--- src/rtl/sft_pkg.sv ---
// Shared types for the serial frame transmitter.
// Assumes: the select encodings listed here match the requirement list.
package sft_pkg;
    // Frame sequencing states; IDLE is the only state with busy low.
    typedef enum logic [2:0] {
        PH_IDLE   = 3'd0,
        PH_START  = 3'd1,
        PH_DATA   = 3'd2,
        PH_PARITY = 3'd3,
        PH_STOP   = 3'd4
    } phase_e;

    // Parity select encodings (others mean no parity bit).
    localparam logic [1:0] PAR_EVEN = 2'd1;
    localparam logic [1:0] PAR_ODD  = 2'd2;

    // Stop length encodings (3 is treated as one full bit).
    localparam logic [1:0] STOP_HALF    = 2'd0;
    localparam logic [1:0] STOP_ONEHALF = 2'd2;

    // Format selects captured together at load time.
    typedef struct packed {
        logic [1:0] len_code;
        logic [1:0] par_code;
        logic [1:0] stop_code;
    } frame_cfg_t;
endpackage

--- src/rtl/sft_frame_latch.sv ---
// Frame latch: captures the word and format on an accepted load and
// derives the bit count, parity bit and stop duration for the frame.
// Assumes: DATA_MAX >= 3, OVERSAMPLE even; capture and shift never coincide.
module sft_frame_latch #(
    parameter int DATA_MAX   = 8,
    parameter int OVERSAMPLE = 16,
    parameter int IDX_W      = $clog2(DATA_MAX + 1),
    parameter int CNT_W      = $clog2(OVERSAMPLE * 3 / 2 + 1)
) (
    input  logic                   clk,
    input  logic                   rst_n,
    input  logic                   capture,
    input  logic                   shift,
    input  logic [DATA_MAX-1:0]    data_in,
    input  sft_pkg::frame_cfg_t    cfg_in,
    output logic                   cur_bit,
    output logic [IDX_W-1:0]       nbits,
    output logic                   par_en,
    output logic                   par_bit,
    output logic [CNT_W-1:0]       stop_ticks
);
    import sft_pkg::*;

    localparam logic [CNT_W-1:0] HALF_T  = CNT_W'(OVERSAMPLE / 2);
    localparam logic [CNT_W-1:0] FULL_T  = CNT_W'(OVERSAMPLE);
    localparam logic [CNT_W-1:0] ONEH_T  = CNT_W'(OVERSAMPLE * 3 / 2);
    localparam logic [IDX_W-1:0] LEN_MAX = IDX_W'(DATA_MAX);

    logic [DATA_MAX-1:0] shreg_q;
    logic [DATA_MAX-1:0] len_mask;
    logic [IDX_W-1:0]    len_d;
    logic [CNT_W-1:0]    stop_d;
    logic                xor_d;

    // Decode the requested data length from the select code.
    always_comb begin
        case (cfg_in.len_code)
            2'd0:    len_d = LEN_MAX - IDX_W'(2);
            2'd1:    len_d = LEN_MAX - IDX_W'(1);
            default: len_d = LEN_MAX;
        endcase
    end

    // Build a mask covering only the bits that will be sent.
    always_comb begin
        for (int i = 0; i < DATA_MAX; i++) begin
            len_mask[i] = (IDX_W'(i) < len_d);
        end
    end

    // XOR of the bits that will actually be sent.
    assign xor_d = ^(data_in & len_mask);

    // Decode the stop period length in oversampling ticks.
    always_comb begin
        case (cfg_in.stop_code)
            STOP_HALF:    stop_d = HALF_T;
            STOP_ONEHALF: stop_d = ONEH_T;
            default:      stop_d = FULL_T;
        endcase
    end

    // Capture on load, shift right as each data bit completes.
    always_ff @(posedge clk) begin
        if (!rst_n) begin
            shreg_q    <= '0;
            nbits      <= '0;
            par_en     <= 1'b0;
            par_bit    <= 1'b0;
            stop_ticks <= FULL_T;
        end else if (capture) begin
            shreg_q    <= data_in & len_mask;
            nbits      <= len_d;
            par_en     <= (cfg_in.par_code == PAR_EVEN) || (cfg_in.par_code == PAR_ODD);
            par_bit    <= (cfg_in.par_code == PAR_ODD) ? ~xor_d : xor_d;
            stop_ticks <= stop_d;
        end else if (shift) begin
            shreg_q    <= {1'b0, shreg_q[DATA_MAX-1:1]};
        end
    end

    assign cur_bit = shreg_q[0];
endmodule

--- src/rtl/sft_tick_timer.sv ---
// Bit timer: counts oversampling ticks within the current bit and flags
// the tick that completes it.
// Assumes: limit >= 1 and stays constant within one bit.
module sft_tick_timer #(
    parameter int CNT_W = 5
) (
    input  logic             clk,
    input  logic             rst_n,
    input  logic             clear,
    input  logic             tick,
    input  logic [CNT_W-1:0] limit,
    output logic             done
);
    logic [CNT_W-1:0] cnt_q;
    logic [CNT_W-1:0] last;

    assign last = limit - CNT_W'(1);
    assign done = tick && (cnt_q == last);

    // Advance on ticks, wrap at the end of a bit, restart on clear.
    always_ff @(posedge clk) begin
        if (!rst_n || clear) begin
            cnt_q <= '0;
        end else if (tick) begin
            cnt_q <= done ? '0 : cnt_q + CNT_W'(1);
        end
    end
endmodule

--- src/rtl/sft_phase_ctrl.sv ---
// Phase controller: steps start, data, parity and stop phases as each bit
// completes, and tracks the data bit index.
// Assumes: nbits >= 1; bit_done only asserted while busy.
module sft_phase_ctrl #(
    parameter int IDX_W = 4
) (
    input  logic              clk,
    input  logic              rst_n,
    input  logic              start,
    input  logic              bit_done,
    input  logic [IDX_W-1:0]  nbits,
    input  logic              par_en,
    output sft_pkg::phase_e   phase,
    output logic              shift
);
    import sft_pkg::*;

    logic [IDX_W-1:0] idx_q;
    logic             last_data;

    assign last_data = (idx_q == nbits - IDX_W'(1));
    assign shift     = bit_done && (phase == PH_DATA);

    // Phase sequencing and data index update.
    always_ff @(posedge clk) begin
        if (!rst_n) begin
            phase <= PH_IDLE;
            idx_q <= '0;
        end else if (start) begin
            phase <= PH_START;
            idx_q <= '0;
        end else if (bit_done) begin
            case (phase)
                PH_START: begin
                    phase <= PH_DATA;
                    idx_q <= '0;
                end
                PH_DATA: begin
                    if (last_data) begin
                        phase <= par_en ? PH_PARITY : PH_STOP;
                    end else begin
                        idx_q <= idx_q + IDX_W'(1);
                    end
                end
                PH_PARITY: phase <= PH_STOP;
                PH_STOP:   phase <= PH_IDLE;
                default:   phase <= PH_IDLE;
            endcase
        end
    end
endmodule

--- src/rtl/serial_frame_tx.sv ---
// Serial frame transmitter top: accepts a word when idle and sends
// start, data (LSB first), optional parity and stop on tx, timed by a
// 16x baud strobe.
// Assumes: tick16 and load are single-cycle synchronous strobes.
module serial_frame_tx #(
    parameter int DATA_MAX   = 8,
    parameter int OVERSAMPLE = 16
) (
    input  logic                clk,
    input  logic                rst_n,
    input  logic                tick16,
    input  logic                load,
    input  logic [DATA_MAX-1:0] data_in,
    input  logic [1:0]          len_sel,
    input  logic [1:0]          par_sel,
    input  logic [1:0]          stop_sel,
    output logic                busy,
    output logic                tx
);
    import sft_pkg::*;

    localparam int IDX_W = $clog2(DATA_MAX + 1);
    localparam int CNT_W = $clog2(OVERSAMPLE * 3 / 2 + 1);
    localparam logic [CNT_W-1:0] FULL_T = CNT_W'(OVERSAMPLE);

    phase_e           phase;
    frame_cfg_t       cfg;
    logic             load_ok;
    logic             bit_done;
    logic             shift;
    logic             cur_bit;
    logic             par_en;
    logic             par_bit;
    logic [IDX_W-1:0] nbits;
    logic [CNT_W-1:0] stop_ticks;
    logic [CNT_W-1:0] limit;

    assign cfg     = '{len_code: len_sel, par_code: par_sel, stop_code: stop_sel};
    assign busy    = (phase != PH_IDLE);
    assign load_ok = load && !busy;
    assign limit   = (phase == PH_STOP) ? stop_ticks : FULL_T;

    sft_frame_latch #(
        .DATA_MAX   (DATA_MAX),
        .OVERSAMPLE (OVERSAMPLE),
        .IDX_W      (IDX_W),
        .CNT_W      (CNT_W)
    ) latch_i (
        .clk        (clk),
        .rst_n      (rst_n),
        .capture    (load_ok),
        .shift      (shift),
        .data_in    (data_in),
        .cfg_in     (cfg),
        .cur_bit    (cur_bit),
        .nbits      (nbits),
        .par_en     (par_en),
        .par_bit    (par_bit),
        .stop_ticks (stop_ticks)
    );

    sft_tick_timer #(
        .CNT_W (CNT_W)
    ) timer_i (
        .clk   (clk),
        .rst_n (rst_n),
        .clear (!busy),
        .tick  (tick16 && busy),
        .limit (limit),
        .done  (bit_done)
    );

    sft_phase_ctrl #(
        .IDX_W (IDX_W)
    ) ctrl_i (
        .clk      (clk),
        .rst_n    (rst_n),
        .start    (load_ok),
        .bit_done (bit_done),
        .nbits    (nbits),
        .par_en   (par_en),
        .phase    (phase),
        .shift    (shift)
    );

    // Line level selected from the registered phase.
    always_comb begin
        case (phase)
            PH_START:  tx = 1'b0;
            PH_DATA:   tx = cur_bit;
            PH_PARITY: tx = par_bit;
            default:   tx = 1'b1;
        endcase
    end
endmodule

--- config.mk ---
export PLATFORM = sky130hd
export DESIGN_NAME = serial_frame_tx
export DESIGN_NICKNAME = d
export VERILOG_FILES = /design/src/rtl/sft_pkg.sv /design/src/rtl/sft_frame_latch.sv /design/src/rtl/sft_tick_timer.sv /design/src/rtl/sft_phase_ctrl.sv /design/src/rtl/serial_frame_tx.sv
export SDC_FILE = /design/constraint.sdc
export NUM_CORES = 1
export LEC_CHECK = 0
export BUFFER_PORTS_ARGS = -buffer_cell sky130_fd_sc_hd__buf_4
export CORE_MARGIN = 3
export CORE_UTILIZATION = 35
export DETAILED_ROUTE_END_ITERATION = 10
export HOLD_SLACK_MARGIN = 0.02
export SLEW_MARGIN = 20
export SYNTH_ARGS = -nofsm -noshare
export SYNTH_HDL_FRONTEND = slang
export SYNTH_HIERARCHICAL = 1
export SYNTH_SLANG_ARGS = --single-unit
--- constraint.sdc ---
create_clock -name clk -period 3 [get_ports clk]
set_input_delay 0.6 -clock clk [delete_from_list [all_inputs] [get_ports clk]]
set_output_delay 0.6 -clock clk [all_outputs]
set_load 0.02 [all_outputs]
Word-level counts from Yosys, hierarchy flattened
Index checks and enable logic that the tools add are counted.
{"block": "word_totals", "latch_bits": 0, "mem_bits_ro": 0, "n_memories": 0, "regBits": 31, "ram_bits": 0, "inputBits": 18}
{"block": "op_classes", "multipliers": 0, "div_mod_pow": 0, "addsub": 4, "shifts": 0, "bitwise": 3, "muxes": 15, "order_cmp": 8, "eq_ne": 13, "n_reduce_logical": 19}
{"cell": "$lt 3x4->1 const A", "n": 4}
{"cell": "$mux 8", "n": 2}
{"cell": "$pmux 4 s2", "n": 2}
{"cell": "$mux 5", "n": 2}
{"cell": "$pmux 5 s2", "n": 1}
{"cell": "$pmux 3 s3", "n": 1}
{"cell": "$and 8x8->8", "n": 1}
{"cell": "$lt 1x4->1 const A", "n": 2}
{"cell": "$lt 2x4->1 const A", "n": 2}
{"cell": "$reduce_xor 8->1", "n": 1}
{"cell": "$eq 3x2->1 const B", "n": 2}
{"cell": "$mux 3", "n": 2}
{"cell": "$reduce_bool 2->1", "n": 3}
{"cell": "$add 5x1->5 const B", "n": 1}
{"cell": "$eq 5x5->1", "n": 1}
{"cell": "$sub 5x1->5 const B", "n": 1}
{"cell": "$add 4x1->4 const B", "n": 1}
{"cell": "$eq 2x1->1 const B", "n": 2}
{"cell": "$eq 2x2->1 const B", "n": 2}
{"cell": "$eq 4x4->1", "n": 1}
{"cell": "$logic_and 1x1->1", "n": 4}
{"cell": "$logic_not 2->1", "n": 2}
{"cell": "$mux 4", "n": 1}
{"cell": "$reduce_and 2->1", "n": 2}
{"cell": "other kinds (14)", "n": 19}

Longest topological paths before layout
{"block": "logic_depth", "ltp_word": 8, "ltp_mapped": 13}

Cells and area by module
Netlist, hierarchy kept.
{"module": "sft_frame_latch", "cells_per_inst": 84, "n_inst": 1, "area_each_um2": 782.0}
{"module": "sft_phase_ctrl", "cells_per_inst": 65, "n_inst": 1, "area_each_um2": 560.5}
{"module": "sft_tick_timer", "cells_per_inst": 37, "n_inst": 1, "area_each_um2": 352.8}
{"module": "serial_frame_tx", "cells_per_inst": 14, "n_inst": 1, "area_each_um2": 93.8}

Worst setup path after synthesis
OpenSTA, ideal clock, no wires.
{"block": "synth_timing", "path_kind": "register to register", "from": "register ctrl_i.phase[0]", "to": "register latch_i.shreg_q[6]", "synth_period_minus_slack_ps": 2745, "setup_time_ps": 115, "path_stages_with_launch": 12, "n_path_buf": 2, "arrival_ps": 2631, "slack_ps": 255, "path_cell_list": "dfxtp_1 -> nor2_1 -> and3_2 -> nor3b_2 -> xnor2_1 -> nor4_4 -> and4bb_2 -> clkbuf_1 -> buf_2 -> mux2i_1 -> o21ai_0 -> and2_1"}
{"block": "synth_via", "elab_chain_cells": 7, "elab_cells_between_ends": 13, "cone_classes": "add/sub: 1; eq/ne: 3; mux: 2; reduce/logical: 7"}
{"item": "start, declared", "line": "sft_phase_ctrl.sv:13", "rtl": "output sft_pkg::phase_e phase,"}
{"item": "start signal, assigned", "line": "sft_phase_ctrl.sv:40", "rtl": "phase <= par_en ? PH_PARITY : PH_STOP;"}
{"item": "$eq 3x3->1", "line": "serial_frame_tx.sv:41", "rtl": "assign limit = (phase == PH_STOP) ? stop_ticks : FULL_T;"}
{"item": "$mux 5", "line": "serial_frame_tx.sv:41"}
{"item": "via limit[3]", "line": "serial_frame_tx.sv:36", "rtl": "logic [CNT_W-1:0] limit;"}
{"item": "$sub 5x1->5", "line": "sft_tick_timer.sv:17", "rtl": "assign last = limit - CNT_W'(1);"}
{"item": "$eq 5x5->1", "line": "sft_tick_timer.sv:18", "rtl": "assign done = tick && (cnt_q == last);"}
{"item": "$logic_and 1x1->1", "line": "sft_tick_timer.sv:18"}
{"item": "via bit_done", "line": "serial_frame_tx.sv:29", "rtl": "logic bit_done;"}
{"item": "$logic_and 1x1->1", "line": "sft_phase_ctrl.sv:22", "rtl": "assign shift = bit_done && (phase == PH_DATA);"}
{"item": "via shift", "line": "serial_frame_tx.sv:30", "rtl": "logic shift;"}
{"item": "$reduce_bool 2->1 (no source line)"}
{"item": "end signal, assigned", "line": "sft_frame_latch.sv:72", "rtl": "shreg_q <= data_in & len_mask;"}
{"item": "end signal, assigned", "line": "sft_frame_latch.sv:78", "rtl": "shreg_q <= {1'b0, shreg_q[DATA_MAX-1:1]};"}
{"item": "end, declared", "line": "sft_frame_latch.sv:29", "rtl": "logic [DATA_MAX-1:0] shreg_q;"}
The timed path passes the listed nets, and every way through them passes these cells.
A chain may end at the register's enable or synchronous reset.

Final worst setup path
{"block": "layout_timing", "from": "register ctrl_i.phase[0]", "to": "register latch_i.shreg_q[5]"}
Same word-level chain as after synthesis.

==> results.json <==
{
  "status": "completed",
  "endpoint_kind": "register",
  "crit-reg2reg-launch": "ctrl_i/phase[0]",
  "busiest_layer": "met2",
  "clock.fmax_mhz": 385,
  "cts.sinks": 27,
  "finalSetupViolCount": 0,
  "synth-edff-count": 0,
  "die-width_um": 77.5,
  "antenna_found_initial": 0,
  "avgSynthCellArea_um2": 8.95,
  "stdcell_count": 284,
  "reg2reg_slack_ps": 400,
  "rr_worst_depth": 9,
  "critPathMaxFanout": 13,
  "ys_async_sr_fraction_pct": 0,
  "core_area_mm2": 0.00482,
  "wl_per_cell_um": 12.1,
  "yosys.area.top_type": "dfxtp_1",
  "initial_core_util_pct": 37.1,
  "grt-ovfl-total": 0,
  "worst_pin_slew_ps": 983,
  "drt_iter0_markers": 31,
  "r2r-end": "latch_i/shreg_q[5]",
  "num_rows": 25,
  "place.gp.congestion": 0.741,
  "min_delay_path_depth": 1,
  "place_inst": 280,
  "use_met3_pct": 2.90,
  "fin_crit_ps": 2600,
  "cts_resized": 0,
  "io_pins": 20,
  "grt_use_met2_pct": 20.6,
  "ys_top_cells_by_area": "dfxtp_1 30%, mux2i_1 5.0%, xor2_1 4.4%, xnor2_1 3.9%, nand2_1 3.8%",
  "syn_inst": 200,
  "num_vias": 1403,
  "area_delta_synth_final_pct": 13.2,
  "cap_violations": 0,
  "n_antenna_cell": 0,
  "die_area_mm2": 0.00601,
  "hpwlAfterDp_mm": 2.54,
  "cts_tree": "done",
  "skew_ps": 10.9,
  "insertion_delay_ps": 280,
  "grt_max_degree": 32,
  "track_usage_pct": 12.6,
  "critical_path_class": "reg -> reg",
  "port_buffers": 19,
  "power_leakage_nw": 0.787,
  "grt_use_met1_pct": 16.2,
  "fin_nets": 241,
  "yosysSeqAreaShare_pct": 30.2,
  "worst_setup_path_start_kind": "register",
  "synthesis.area_mm2": 0.00179,
  "cp_cell_sequence": "nor2_1, and3_2, nor3b_2, xnor2_1, nor4_4, and4bb_2, mux2i_1, o21ai_0, and2_1",
  "antenna_left": 0,
  "die_y_um": 77.5,
  "drc": 0,
  "rsz0062_at_grt": "false",
  "post-cts-setup-buffer-count": 0,
  "h-tree-depth": 1,
  "slew_headroom_pct": 34.5,
  "required_ps": 3180,
  "grt_pass1_vias": 1369,
  "critPathMaxStageDelay_ps": 530,
  "routed_via_density": 4.94,
  "drtPass1Iterations": 4,
  "clk_transition_reported_paths_ps": 100,
  "cts_buffers": 3,
  "cpMaxStageDelayCell": "dfxtp_1",
  "min_to": "latch_i/stop_ticks[3]",
  "synth_top_area_share_pct": 30.2,
  "routed_wl_mm": 3.44,
  "powerDensity_mw_per_mm2": 367,
  "hold_class": "reg -> reg",
  "vdd_ir_drop_max_mv": 0.184,
  "drv_slew": 0,
  "ys_ff_latch": 27,
  "hold_buffers": 0,
  "yosysUniqueCellTypes": 51,
  "synth_ff_type": "dfxtp_1",
  "ys_warn_count": 6,
  "setup_tns_ps": 0,
  "drive_above_1_share_pct": 18.4,
  "hold_violations": 0,
  "grt_pass1_wl_mm": 6.14,
  "fin_crit_sh_pct": 86.5,
  "arrival_ps": 2770,
  "clockRootBuffer": "clkbuf_8",
  "hp-start": "latch_i/stop_ticks[3]",
  "ctsLongestPathBuffers": 2
}
## layout by cell type, fill, tap and decap left out, types with 2 or more instances in the layout
cell	count
xnor2_2	2
o22ai_1	3
clkbuf_8	3
and3_1	3
o21ai_0	11
nand3b_1	2
xnor2_1	8
nor2b_1	7
nand4_1	2
o211a_1	2
a211oi_1	2
ha_1	5
nor2_1	4
nand2_1	18
xor2_1	9
and3_2	4
buf_4	21
nand3_1	7
mux2i_1	9
nand2b_1	3
and2_1	8
conb_1	3
xnor3_1	3
inv_1	11
o211ai_1	4
dfxtp_1	27
or3b_2	2
nor3_1	6
a31oi_1	6
## worst max path at each step
| stage | start | end | slack (ps) | depth (start not counted) |
|---|---|---|---|---|
| floorplan | ctrl_i/phase[0] | latch_i/shreg_q[6] | 250 | 11 |
| global placement | ctrl_i/phase[0] | latch_i/shreg_q[1] | 440 | 9 |
| detailed placement | ctrl_i/phase[0] | latch_i/shreg_q[5] | 420 | 9 |
| CTS | ctrl_i/phase[0] | latch_i/shreg_q[5] | 380 | 9 |
| global route | ctrl_i/phase[0] | latch_i/shreg_q[5] | 200 | 9 |
| finish | ctrl_i/phase[0] | latch_i/shreg_q[5] | 400 | 9 |
## routing by layer
| metal | wire [um] | vias up |
|---|---|---|
| met1 | 1670 | 649 |
| met5 | 0 | - |
| met4 | 47 | 0 |
| met3 | 114 | 4 |
| li1 | - | 730 |
| met2 | 1610 | 20 |
## area by class of cell
type / count / area [um2]
fill: 515 / 2790
tap: 67 / 83.8
multi-input combinational: 154 / 1160
timing repair buffer: 21 / 158
inverter: 11 / 41.3
clock buffer: 4 / 45.0
sequential: 27 / 541
## synthesized netlist by cell type, types with 2 or more instances
| library cell | number |
|---|---|
| a211oi_1 | 2 |
| a31oi_1 | 6 |
| and2_1 | 8 |
| and3_1 | 3 |
| and3_2 | 4 |
| buf_2 | 4 |
| buf_4 | 4 |
| clkbuf_1 | 2 |
| dfxtp_1 | 27 |
| ha_1 | 5 |
| inv_1 | 11 |
| mux2i_1 | 9 |
| nand2_1 | 18 |
| nand2b_1 | 3 |
| nand3_1 | 7 |
| nand3b_1 | 2 |
| nand4_1 | 2 |
| nor2_1 | 4 |
| nor2b_1 | 7 |
| nor3_1 | 6 |
| o211a_1 | 2 |
| o211ai_1 | 4 |
| o21ai_0 | 11 |
| o22ai_1 | 3 |
| or3b_2 | 2 |
| xnor2_1 | 8 |
| xnor2_2 | 2 |
| xnor3_1 | 3 |
| xor2_1 | 9 |
## metrics by stage
| stage | hold WS (ps) | setup WS [ps] | instance area [um2] | total power, mW | util (%) |
|---|---|---|---|---|---|
| floorplan | 446 | 255 | 1800 | 0.498 | - |
| global placement | 477 | 439 | 1980 | 0.537 | 41.1 |
| detailed placement | 476 | 418 | 1980 | 0.538 | 41.1 |
| CTS | 503 | 385 | 2030 | 0.755 | 42.1 |
| global route | 520 | 202 | 2030 | 0.783 | 42.1 |
| finish | 498 | 404 | 2030 | 0.743 | 42.1 |
## critical path, delay by kind of cell, from the launching register on
kind                      cells  cell delay [ps]
xor gates and xnor gates      1              110
and+or+nand+nor               6             1540
muxes                         1              230
AOI/OAI and AO/OA             1               80
DFF                           1              530
## cell families after synthesis
kind of cell | Yosys count | synth area share [%]
adder cells (fa/ha/maj) | 5 | 3.50
multiplexers | 9 | 5.04
AND/OR/NAND/NOR | 79 | 27.4
other | 1 | 0.210
flip-flops | 27 | 30.2
buffers and inverters | 21 | 5.52
XOR/XNOR | 23 | 14.8
AO/OA/AOI/OAI | 35 | 13.3
## flip-flops by register name, indices dropped and copies added, names as in the netlist
signal              cells
timer_i/cnt_q           5
latch_i/par_en          1
ctrl_i/phase            3
latch_i/shreg_q         8
latch_i/par_bit         1
latch_i/stop_ticks      2
ctrl_i/idx_q            4
latch_i/nbits           3
## where the power goes
part / internal (mW) / switching [mW]
Clock: 0.0954 / 0.120
Combinational: 0.0710 / 0.0676
Sequential: 0.374 / 0.0150
Power figures use the tool's default switching activity.
